$ cat src/rtl/spi_flash_front.sv
module spi_flash_front #(
  parameter int AW = 20
) (
  input  logic          clk,
  input  logic          rst_n,
  input  logic          spi_sck,
  input  logic          spi_cs_n,
  input  logic          spi_mosi,
  input  logic          spi_hold_n,
  output logic          spi_miso,
  output logic          spi_miso_oe,
  output logic [AW-1:0] rd_addr,
  input  logic [7:0]    rd_data,
  output logic          wr_en_latch,
  output logic          cmd_go,
  output logic [7:0]    cmd_op,
  output logic [AW-1:0] cmd_addr,
  output logic          wr_valid,
  output logic [7:0]    wr_data
);

  localparam logic [5:0] CNT_MAX = 6'd63;

  logic [1:0] sck_m, cs_m, mosi_m, hold_m;
  logic sck_d, cs_d;
  logic sck_s, cs_s, mosi_s, hold_s;

  assign sck_s  = sck_m[1];
  assign cs_s   = cs_m[1];
  assign mosi_s = mosi_m[1];
  assign hold_s = hold_m[1];

  always_ff @(posedge clk or negedge rst_n) begin
    if (!rst_n) begin
      sck_m  <= 2'b00;
      cs_m   <= 2'b11;
      mosi_m <= 2'b00;
      hold_m <= 2'b11;
      sck_d  <= 1'b0;
      cs_d   <= 1'b1;
    end else begin
      sck_m  <= {sck_m[0], spi_sck};
      cs_m   <= {cs_m[0], spi_cs_n};
      mosi_m <= {mosi_m[0], spi_mosi};
      hold_m <= {hold_m[0], spi_hold_n};
      sck_d  <= sck_s;
      cs_d   <= cs_s;
    end
  end

  logic cs_fall, cs_rise, live, sck_up, sck_dn;
  assign cs_fall = cs_d & ~cs_s;
  assign cs_rise = ~cs_d & cs_s;
  assign live    = ~cs_s & hold_s;
  assign sck_up  = live & sck_s & ~sck_d;
  assign sck_dn  = live & ~sck_s & sck_d;

  logic [5:0]    bcnt;
  logic [2:0]    nbit, obit;
  logic [7:0]    sh, op, osh;
  logic [AW-1:0] addr;
  logic          drv, miso_r, wel;

  logic [5:0] hdr;
  logic       is_rd;
  always_comb begin
    is_rd = 1'b1;
    hdr   = CNT_MAX;
    case (op)
      8'h03:   hdr = 6'd32;
      8'h0B:   hdr = 6'd40;
      8'h1B:   hdr = 6'd48;
      default: is_rd = 1'b0;
    endcase
  end

  logic dph, aligned, len_ok;
  assign dph     = is_rd & (bcnt >= hdr);
  assign aligned = (nbit == 3'd0) & (bcnt >= 6'd8);

  always_comb begin
    case (op)
      8'h02:               len_ok = bcnt >= 6'd40;
      8'h20, 8'h52, 8'hD8: len_ok = bcnt == 6'd32;
      8'h60, 8'hC7:        len_ok = bcnt == 6'd8;
      default:             len_ok = 1'b0;
    endcase
  end

  always_ff @(posedge clk or negedge rst_n) begin
    if (!rst_n) begin
      bcnt     <= '0;
      nbit     <= '0;
      obit     <= '0;
      sh       <= '0;
      op       <= '0;
      osh      <= '0;
      addr     <= '0;
      drv      <= 1'b0;
      miso_r   <= 1'b0;
      wel      <= 1'b0;
      cmd_go   <= 1'b0;
      cmd_op   <= '0;
      cmd_addr <= '0;
      wr_valid <= 1'b0;
      wr_data  <= '0;
    end else begin
      cmd_go   <= 1'b0;
      wr_valid <= 1'b0;
      if (cs_fall) begin
        bcnt <= '0;
        nbit <= '0;
        obit <= '0;
        op   <= '0;
        drv  <= 1'b0;
      end else if (cs_rise) begin
        drv <= 1'b0;
        if (!hold_s) begin
          wel <= 1'b0;
        end else if (aligned) begin
          if (op == 8'h06) wel <= 1'b1;
          else if (op == 8'h04) wel <= 1'b0;
          else if (len_ok && wel) begin
            cmd_go   <= 1'b1;
            cmd_op   <= op;
            cmd_addr <= addr;
            wel      <= 1'b0;
          end
        end
      end else if (sck_up) begin
        sh   <= {sh[6:0], mosi_s};
        nbit <= nbit + 3'd1;
        if (bcnt != CNT_MAX) bcnt <= bcnt + 6'd1;
        if (bcnt == 6'd7) op <= {sh[6:0], mosi_s};
        else if (bcnt >= 6'd8 && bcnt < 6'd32) addr <= {addr[AW-2:0], mosi_s};
        if (op == 8'h02 && bcnt >= 6'd39 && nbit == 3'd7) begin
          wr_valid <= 1'b1;
          wr_data  <= {sh[6:0], mosi_s};
        end
      end else if (sck_dn && dph) begin
        obit <= obit + 3'd1;
        drv  <= 1'b1;
        if (obit == 3'd0) begin
          osh    <= rd_data;
          miso_r <= rd_data[7];
          addr   <= addr + 1'b1;
        end else begin
          miso_r <= osh[3'd7 - obit];
        end
      end
    end
  end

  assign rd_addr     = addr;
  assign spi_miso    = miso_r;
  assign spi_miso_oe = drv & live;
  assign wr_en_latch = wel;


  oe_release_chk: assert property (@(posedge clk) disable iff (!rst_n)
    cs_rise |=> !spi_miso_oe);


  wel_commit_chk: assert property (@(posedge clk) disable iff (!rst_n)
    !$stable(wel) |-> $past(cs_rise));


  go_clears_chk: assert property (@(posedge clk) disable iff (!rst_n)
    cmd_go |-> (!wel && $past(wel)));


  hold_freeze_chk: assert property (@(posedge clk) disable iff (!rst_n)
    (!hold_s && !cs_s && !cs_d) |=> ($stable(bcnt) && $stable(nbit)));


  oe_read_chk: assert property (@(posedge clk) disable iff (!rst_n)
    spi_miso_oe |-> is_rd);


  wr_prog_chk: assert property (@(posedge clk) disable iff (!rst_n)
    wr_valid |-> (op == 8'h02));

endmodule

$ cat config.mk
export PLATFORM = sky130hd
export DESIGN_NAME = spi_flash_front
export DESIGN_NICKNAME = d
export VERILOG_FILES = /design/src/rtl/spi_flash_front.sv
export SDC_FILE = /design/constraint.sdc
export NUM_CORES = 1
export LEC_CHECK = 0
export CORE_MARGIN = 2
export CORE_UTILIZATION = 50
export DETAILED_ROUTE_END_ITERATION = 10
export GPL_TIMING_DRIVEN = 0
export PLACE_DENSITY = 0.73
export SYNTH_ARGS = -nofsm -noshare
export SYNTH_HDL_FRONTEND = slang
export SYNTH_SLANG_ARGS = --single-unit
$ cat constraint.sdc
create_clock -name clk -period 3.1 [get_ports clk]
set_input_delay 0.62 -clock clk [delete_from_list [all_inputs] [get_ports clk]]
set_output_delay 0.62 -clock clk [all_outputs]
set_load 0.01 [all_outputs]
==> Word-level counts from Yosys, hierarchy flattened <==
Cells that the tools add are included.
{ "classes": {"reduce_logical": 29, "div": 0, "shift": 0, "n_bitwise": 19, "n_addsub": 5, "order_cmp": 6, "muxes": 46, "n_eq_ne": 23, "multipliers": 0} }
{ "op_table": {"columns": ["cell", "n"], "rows": [
  ["2-to-1 mux 20 bit", 5],
  ["2-to-1 mux 8 bit", 4],
  ["2-to-1 mux 6 bit", 4],
  ["2-to-1 mux 1 bit", 23],
  ["2-to-1 mux 3 bit", 7],
  ["adder 20 x 1 -> 20 bit (second input constant)", 1],
  ["equality test 8 x 2 -> 1 bit (second input constant)", 2],
  ["equality test 8 x 3 -> 1 bit (second input constant)", 2],
  ["equality test 8 x 7 -> 1 bit (second input constant)", 2],
  ["equality test 8 bit (second input constant)", 2],
  ["one-hot mux 5 bit (3 select lines)", 1],
  [">= comparator 6 bit (second input constant)", 2],
  ["AND reduction 3 bit", 4],
  ["AND reduction 4 bit", 3],
  ["nonzero test 2 bit", 6],
  ["AND 1 bit", 10],
  ["NOT 1 bit", 9],
  ["equality test 8 x 4 -> 1 bit (second input constant)", 1],
  ["equality test 8 x 5 -> 1 bit (second input constant)", 1],
  ["equality test 8 x 6 -> 1 bit (second input constant)", 1],
  ["AND reduction 7 bit", 1],
  ["adder 3 x 1 -> 3 bit (second input constant)", 2],
  ["adder 6 x 1 -> 6 bit (second input constant)", 1],
  ["equality test 6 x 3 -> 1 bit (second input constant)", 1],
  ["23 further kinds", 33]
]} }
{ "totals": {"register_bits": 106, "latchBits": 0, "memories": 0, "output_inout_bits": 61, "inputBits": 14, "rom_bits": 0, "mem_bits_rw": 0} }

==> Logic depth before layout (Yosys ltp) <==
Gate-level depths: netlist (run 1).
{ "depth": {"depth_word": 11, "depth_mapped": 12, "depth_no_buf": 10} }

==> Worst setup path after synthesis (run 1) <==
No wires, ideal clock.
{ "synth_timing": {"path_type": "reg-to-reg", "startpoint": "register op[7]", "endpoint": "register addr[16] (netlist: rd_addr[16])", "setup_time_ps": 127, "n_path_buf": 2, "path_stages_with_launch": 12, "arrival_ps": 2623, "t_required_ps": 2973, "path_slack_ps": 350, "synth_period_minus_slack_ps": 2750, "cell_sequence": "dfrtp_1 > buf_2 > nor4b_2 > and3_1 > inv_2 > ha_1 > nor3b_1 > o21a_1 > or4b_1 > buf_2 > nand2_4 > o2bb2a_1"} }
{ "synth_between": {"elab_chain_cells": 7} }
{ "synth_rtl": {"columns": ["element", "line", "source"], "rows": [
  ["start, declared", "60", "logic [7:0] sh, op, osh;"],
  ["start signal, assigned", "134", "if (bcnt == 6'd7) op <= {sh[6:0], mosi_s};"],
  ["equality test 8 x 5 -> 1 bit, or another cell as far along", "69", "case (op)"],
  ["one-hot mux 5 bit (3 select lines) or OR reduction 3 bit (tied branches)", null, null],
  [">= comparator 6 bit or 2-to-1 mux 1 bit (tied branches)", "78, 69", null],
  ["AND 1 bit *", "78", "assign dph = is_rd & (bcnt >= hdr);"],
  ["logical AND 1 bit *", "140", "end else if (sck_dn && dph) begin"],
  ["nonzero test 2 bit (no source line) *", null, null],
  ["AND reduction 6 bit (no source line) *", null, null],
  ["end signal, assigned", "135", "else if (bcnt >= 6'd8 && bcnt < 6'd32) addr <= {addr[AW-2:0], mosi_s};"],
  ["end signal, assigned", "146", "addr <= addr + 1'b1;"],
  ["end, declared", "61", "logic [AW-1:0] addr;"]
]} }
Every way passes the cells marked *; elsewhere a longest branch is shown, timed or not.
A chain may end at the register's enable or synchronous reset.

==> Final worst setup path (run 1) <==
{ "layout_timing": {"startpoint": "register op[6]", "endpoint": "register addr[16] (netlist: rd_addr[16])"} }
Same word-level chain as after synthesis.

==> results of run 1 <==
[registers in the layout, summed over array words and instances, names as in the netlist]
signal / cells
cmd_go: 1
wr_en_latch: 1
nbit: 3
cmd_op: 8
cmd_addr: 20
sh: 7
sck_m: 2
hold_m: 2
wr_data: 8
op: 8
rd_addr: 20
cs_d: 1
osh: 8
sck_d: 1
bcnt: 6
cs_m: 2
mosi_m: 2
obit: 3
spi_miso: 1
wr_valid: 1
drv: 1
[metrics by stage]
stage	hold WS (ps)	setup TNS (ps)
3_5_place_dp	339	-2250
4_1_cts	297	0
3_3_place_gp	332	-258070
5_1_grt	336	-6.03
6_report	277	0
2_1_floorplan	324	0
[final cells by class]
class	count	area share (%)
inverters	23	1.24
well taps	140	2.44
clock buffers	12	3.58
repair buffers	86	12.4
plain buffers	37	2.83
clock inverters	4	0.785
multi-input cells	398	39.7
flip-flops and latches	106	37.1
[cells by family (layout without fill, tap and decap cells)]
kind of cell	Yosys count	in the layout	synth area share (%)
buf+inv	60	162	4.99
simple gates	178	178	18.0
fa+ha+maj	15	15	3.30
xor+xnor	5	5	0.770
compound gates	179	179	21.7
flops	106	106	46.7
mux	21	21	4.51
[path summary, 6_finish.rpt]
path,start,endpoint,slack [ps],depth (start not counted)
worst max-delay path,op[6],rd_addr[16],80,12
worst min-delay path,rst_n,cmd_op[3],280,1
worst max register to register,op[6],rd_addr[16],80,12
worst min register to register,hold_m[0],hold_m[1],350,0
max in group asynchronous,rst_n,cs_m[1],2080,2
min in group clk,hold_m[0],hold_m[1],350,0
[power groups by stage]
stage               sequential, mW  clock (mW)  combinational, mW
finish                        1.49        1.20              0.289
detailed placement            1.51           0              0.269
CTS                           1.49        1.22              0.277
global route                  1.50        1.27              0.322
floorplan                     1.50           0              0.164
global placement              1.51           0              0.259
[repair_timing]
action | 4_1_cts | 5_1_grt
pin swaps | 1 | 7
resized for setup | 9 | 16
setup buffers | 2 | 9
hold endpoints to repair | 0 | 0
setup endpoints to repair | 25 | 25
[critical path, cell delays in order, from the launching register on]
cell and delay [ps]:
dfrtp_1 380, buf_4 180, nor4b_4 290, and3_4 260
inv_4 70, nor2_2 120, ha_2 260, nor3_1 60
o21a_2 190, or4b_4 560, buf_4 190, nand2_4 120
o2bb2a_1 230
[per-layer routing]
layer | wire length, µm | up-vias
li1 | - | 2294
met1 | 6850 | 2404
met2 | 6770 | 237
met3 | 1110 | 40
met4 | 404 | 0
met5 | 0 | -
[placed cells by master, fill, tap and decap left out, types with 12 or more instances in the layout]
master / netlist / routed
dfrtp_1: 101 / 100
clkdlybuf4s50_1: 0 / 73
nand2_1: 58 / 58
o21ai_0: 40 / 40
o211ai_1: 28 / 28
inv_1: 22 / 22
nor2_1: 21 / 20
clkbuf_1: 19 / 20
nor3_1: 19 / 19
a21oi_1: 18 / 18
mux2_2: 17 / 17
buf_4: 2 / 13
ha_1: 15 / 13
nand3_1: 12 / 12
==> impl_metrics.ini, run 1 <==
[power]
vdd_drop_max_mv = 0.323
swShare_pct = 25.0
p_leak_nw = 2.93
power_switching_mw = 0.746
p_per_area_mw_per_mm2 = 416
power.share.clock_pct = 40.3
pwr-share-comb_pct = 9.7
seq_power_share_pct = 50.0
p_int_mw = 2.24
total_power_mw = 2.98

[route]
drt_wl_total_um = 15100
postRouteAntennaNets = 0
routedWlPerCell_um = 18.8
drt_pass1_iterations = 5
post-route-drc-count = 0
vias = 4975
drtIter0Drc = 394
via_per_inst = 6.17

[hold_path]
hold_path.class = input port to async pin

[cts]
clk_latency_ps = 350
clkSinkCount = 106
cts_hold_buffers = 0
cts_htree_levels = 3
cts_buffer_depth = 2
clock-root-buffer = clkbuf_16
cts_tree = yes
numCtsBuffers = 9
cts.clk_slew.worst_paths_ps = 70

[run_status]
status = complete, no violations

[global_route]
grt_pass1_vias = 4760
antenna_found_initial = 0
use_met3_pct = 5.52
grt_overflow = 0
grt_max_degree = 61
gr-usage-met1_pct = 34.7
grtUsageMet2_pct = 38.0
grt_pass1_wl_um = 24500
grt_busiest_layer = met2
grt_usage_pct = 24.8

[placement]
dp.cells = 779
pre_cts_slack_ps = -212
place_congestion = 0.906
post_dp_cell_area_mm2 = 0.00663
port_buffers = 74
place.detailed.hpwl_um = 10700

[setup_path]
start_kind = flip-flop
critPathCaptureType = flip-flop
critical_path_required_ps = 3340
crit_fanout = 10
worstSetupPathType = flip-flop to flip-flop
crit_arrival_ps = 3260

[floorplanning]
core-area_mm2 = 0.0110
ios = 75
die_x_um = 111
dieArea_mm2 = 0.0122
dieHeight_um = 111
start_util_pct = 51.8
rows = 38

[finish]
fin_util_pct = 65.3
nets = 690
fillers = 885
syn2layout_area_growth_pct = 26.0
fin_cells = 806
diodes = 0
design_area_mm2 = 0.00717
drive_above_1_share_pct = 17.1
register_area_mm2 = 0.00266
multi_input_area_mm2 = 0.00284

[sta]
finalCritPeriodShare_pct = 97.5
hold_viol = 0
post-route-min-period_ps = 3020
setup_slack_ps = 77.2
clock-skew-final_ps = 7.89
relSlewSlack_pct = 25.2
slew_viol_final = 0
worst_slew_pin_slew_ps = 1110
max_freq_ghz = 0.331
finalSetupViolations = 0

[synth]
synthDistinctLibCells = 71
synth.area.top_cells = dfrtp_1 (44%), nand2_1 (3.8%), o211ai_1 (3.7%), o21ai_0 (3.5%), mux2_2 (3.4%)
synthArstFlopShare_pct = 100
avgSynthCellArea_um2 = 10.1
synth-main-ff-cell = dfrtp_1
syn_area_mm2 = 0.00569
yosys.cell_count.top_type = dfrtp_1
synth_top_area_share_pct = 44.4
synth_area_leader_cell = dfrtp_1
synthCells = 564
synth_nets = 593
synth-edff-count = 0
synth_common_cells = dfrtp_1 (101), nand2_1 (58), o21ai_0 (40), o211ai_1 (28), inv_1 (22)
yosys_warnings = 0
ys_seq_elements = 106
yosysSeqAreaShare_pct = 46.7

[run]
max_cap_viol_count = 0
(Power assumes the default switching activity.)
==> run 2: changes to the inputs <==
Settings changed: CORE_UTILIZATION 50 to 30, PLACE_DENSITY 0.73 to default.
==> impl_metrics.ini, run 2 (synthesized netlist as in run 1, its figures left out) <==
[cts]
clkSinkCount = 106
numCtsBuffers = 9
clock-root-buffer = clkbuf_16
cts_htree_levels = 3
cts.clk_slew.worst_paths_ps = 80
cts_tree = yes
cts_buffer_depth = 2
clk_latency_ps = 370
cts_hold_buffers = 0

[finish]
diodes = 0
mostFrequentLayoutCells = dfrtp_1 (100), clkdlybuf4s50_1 (73), nand2_1 (58)
drive_above_1_share_pct = 16.2
layout_commonest_cell = dfrtp_1
syn2layout_area_growth_pct = 26.1
nets = 684
design_area_mm2 = 0.00717

[setup_path]
r2r_start = op[3]
start_kind = flip-flop
timing.reg2reg.setup_slack_ps = 90
worstSetupPathType = flip-flop to flip-flop
r2r_cells = 11
crit_fanout = 8
critPathCaptureType = flip-flop
r2r-end = rd_addr[16]
critical_path_required_ps = 3340
crit_arrival_ps = 3250

[route]
via_per_inst = 5.53
drt_wl_total_um = 15800
drtIter0Drc = 459
drt-met1-wl_um = 7230
wl_met2_um = 7260
top_layer_used = met4
wl_met3_um = 1000
vias = 4947
postRouteAntennaNets = 0
post-route-drc-count = 0
routedWlPerCell_um = 17.7
drt_pass1_iterations = 5

[sta]
hold_viol = 0
fin_setup_tns_ps = 0
setup_slack_ps = 89.9
finalSetupViolations = 0
relSlewSlack_pct = 21.0
clock-skew-final_ps = 11.6
finalCritPeriodShare_pct = 97.1
worst_slew_pin_slew_ps = 1170
max_freq_ghz = 0.332
slew_viol_final = 0
post-route-min-period_ps = 3010

[global_route]
grt_usage_pct = 16.0
grt_max_degree = 65
grt_pass1_wl_um = 25400
grt_pass1_vias = 4798
antenna_found_initial = 0
grt_overflow = 0

[placement]
place_congestion = 0.954
pre_cts_slack_ps = -142
port_buffers = 74
place.detailed.hpwl_um = 11400
post_dp_cell_area_mm2 = 0.00675

[power]
vdd_drop_max_mv = 0.255
p_leak_nw = 2.86
total_power_mw = 2.92
p_per_area_mw_per_mm2 = 407

[floorplanning]
rows = 50
core-area_mm2 = 0.0186
start_util_pct = 30.5
dieArea_mm2 = 0.0201
ios = 75
dieHeight_um = 142
die_x_um = 142

[run]
max_cap_viol_count = 0

[run_status]
status = complete, no violations

[hold_path]
hold_path.class = input port to async pin
[run 2: cell types whose count changed in the layout (fill, tap and decap cells not counted), sizes merged]
| cell | previous run | this run |
|---|---|---|
| buf | 31 | 25 |
| bufinv | 1 | 0 |
| clkinv | 1 | 4 |
| inv | 25 | 26 |
| clkbuf | 31 | 28 |
[run 2: worst max-delay path by stage]
stage / startpoint / to / slack (ps)
after floorplan: op[7] / rd_addr[16] / 350
after global placement: rst_n / cmd_op[5] / -2650
after detailed placement: op[2] / rd_addr[6] / -140
after CTS: op[7] / rd_addr[16] / 20
after global routing: op[3] / rd_addr[16] / -40
final: op[3] / rd_addr[16] / 90
[run 2: cell type report]
type,instances,area (µm²)
Sequential cell,106,2660
Multi-Input combinational cell,398,2820
Inverter,23,86.3
Fill cell,1828,11500
Clock buffer,9,225
Tap cell,234,293
Timing Repair Buffer,80,828
Clock inverter,7,61.3
Buffer,37,203
[run 2: timing repair]
item	CTS	global route
pin swaps	1	4
setup buffers	2	3
endpoints found under the setup margin	12	38
gates resized for setup	4	15
[run 2: report_power, final]
| group | internal, mW | leakage, nW | switching [mW] |
|---|---|---|---|
| logic | 0.126 | 1.30 | 0.166 |
| registers | 1.43 | 1.42 | 0.0624 |
| clock network | 0.563 | 0.145 | 0.571 |
| total | 2.12 | 2.86 | 0.799 |
[run 2: metrics by stage]
step                instances  hold WS, ps  utilization (%)
CTS                       891          280             37.9
detailed placement        873          336             36.2
finish                    894          263             38.5
floorplan                 564          324                -
global placement          872          334             36.1
global route              894          304             38.5
[run 2: per-layer routing]
layer / up-vias / GRT usage (%)
li1: 2285 / -
met1: 2453 / 22.1
met2: 181 / 24.7
met3: 28 / 3.24
met4: 0 / 6.74
met5: - / 0
[run 2: critical path, cell delays in order, from the launching register on]
cell,delay [ps]
dfrtp_1,510
nand2b_1,260
and3_4,210
inv_2,150
nor2_1,90
ha_2,350
o21a_4,150
o2111ai_4,140
or4b_1,490
buf_4,190
nand2_4,130
o2bb2a_1,220
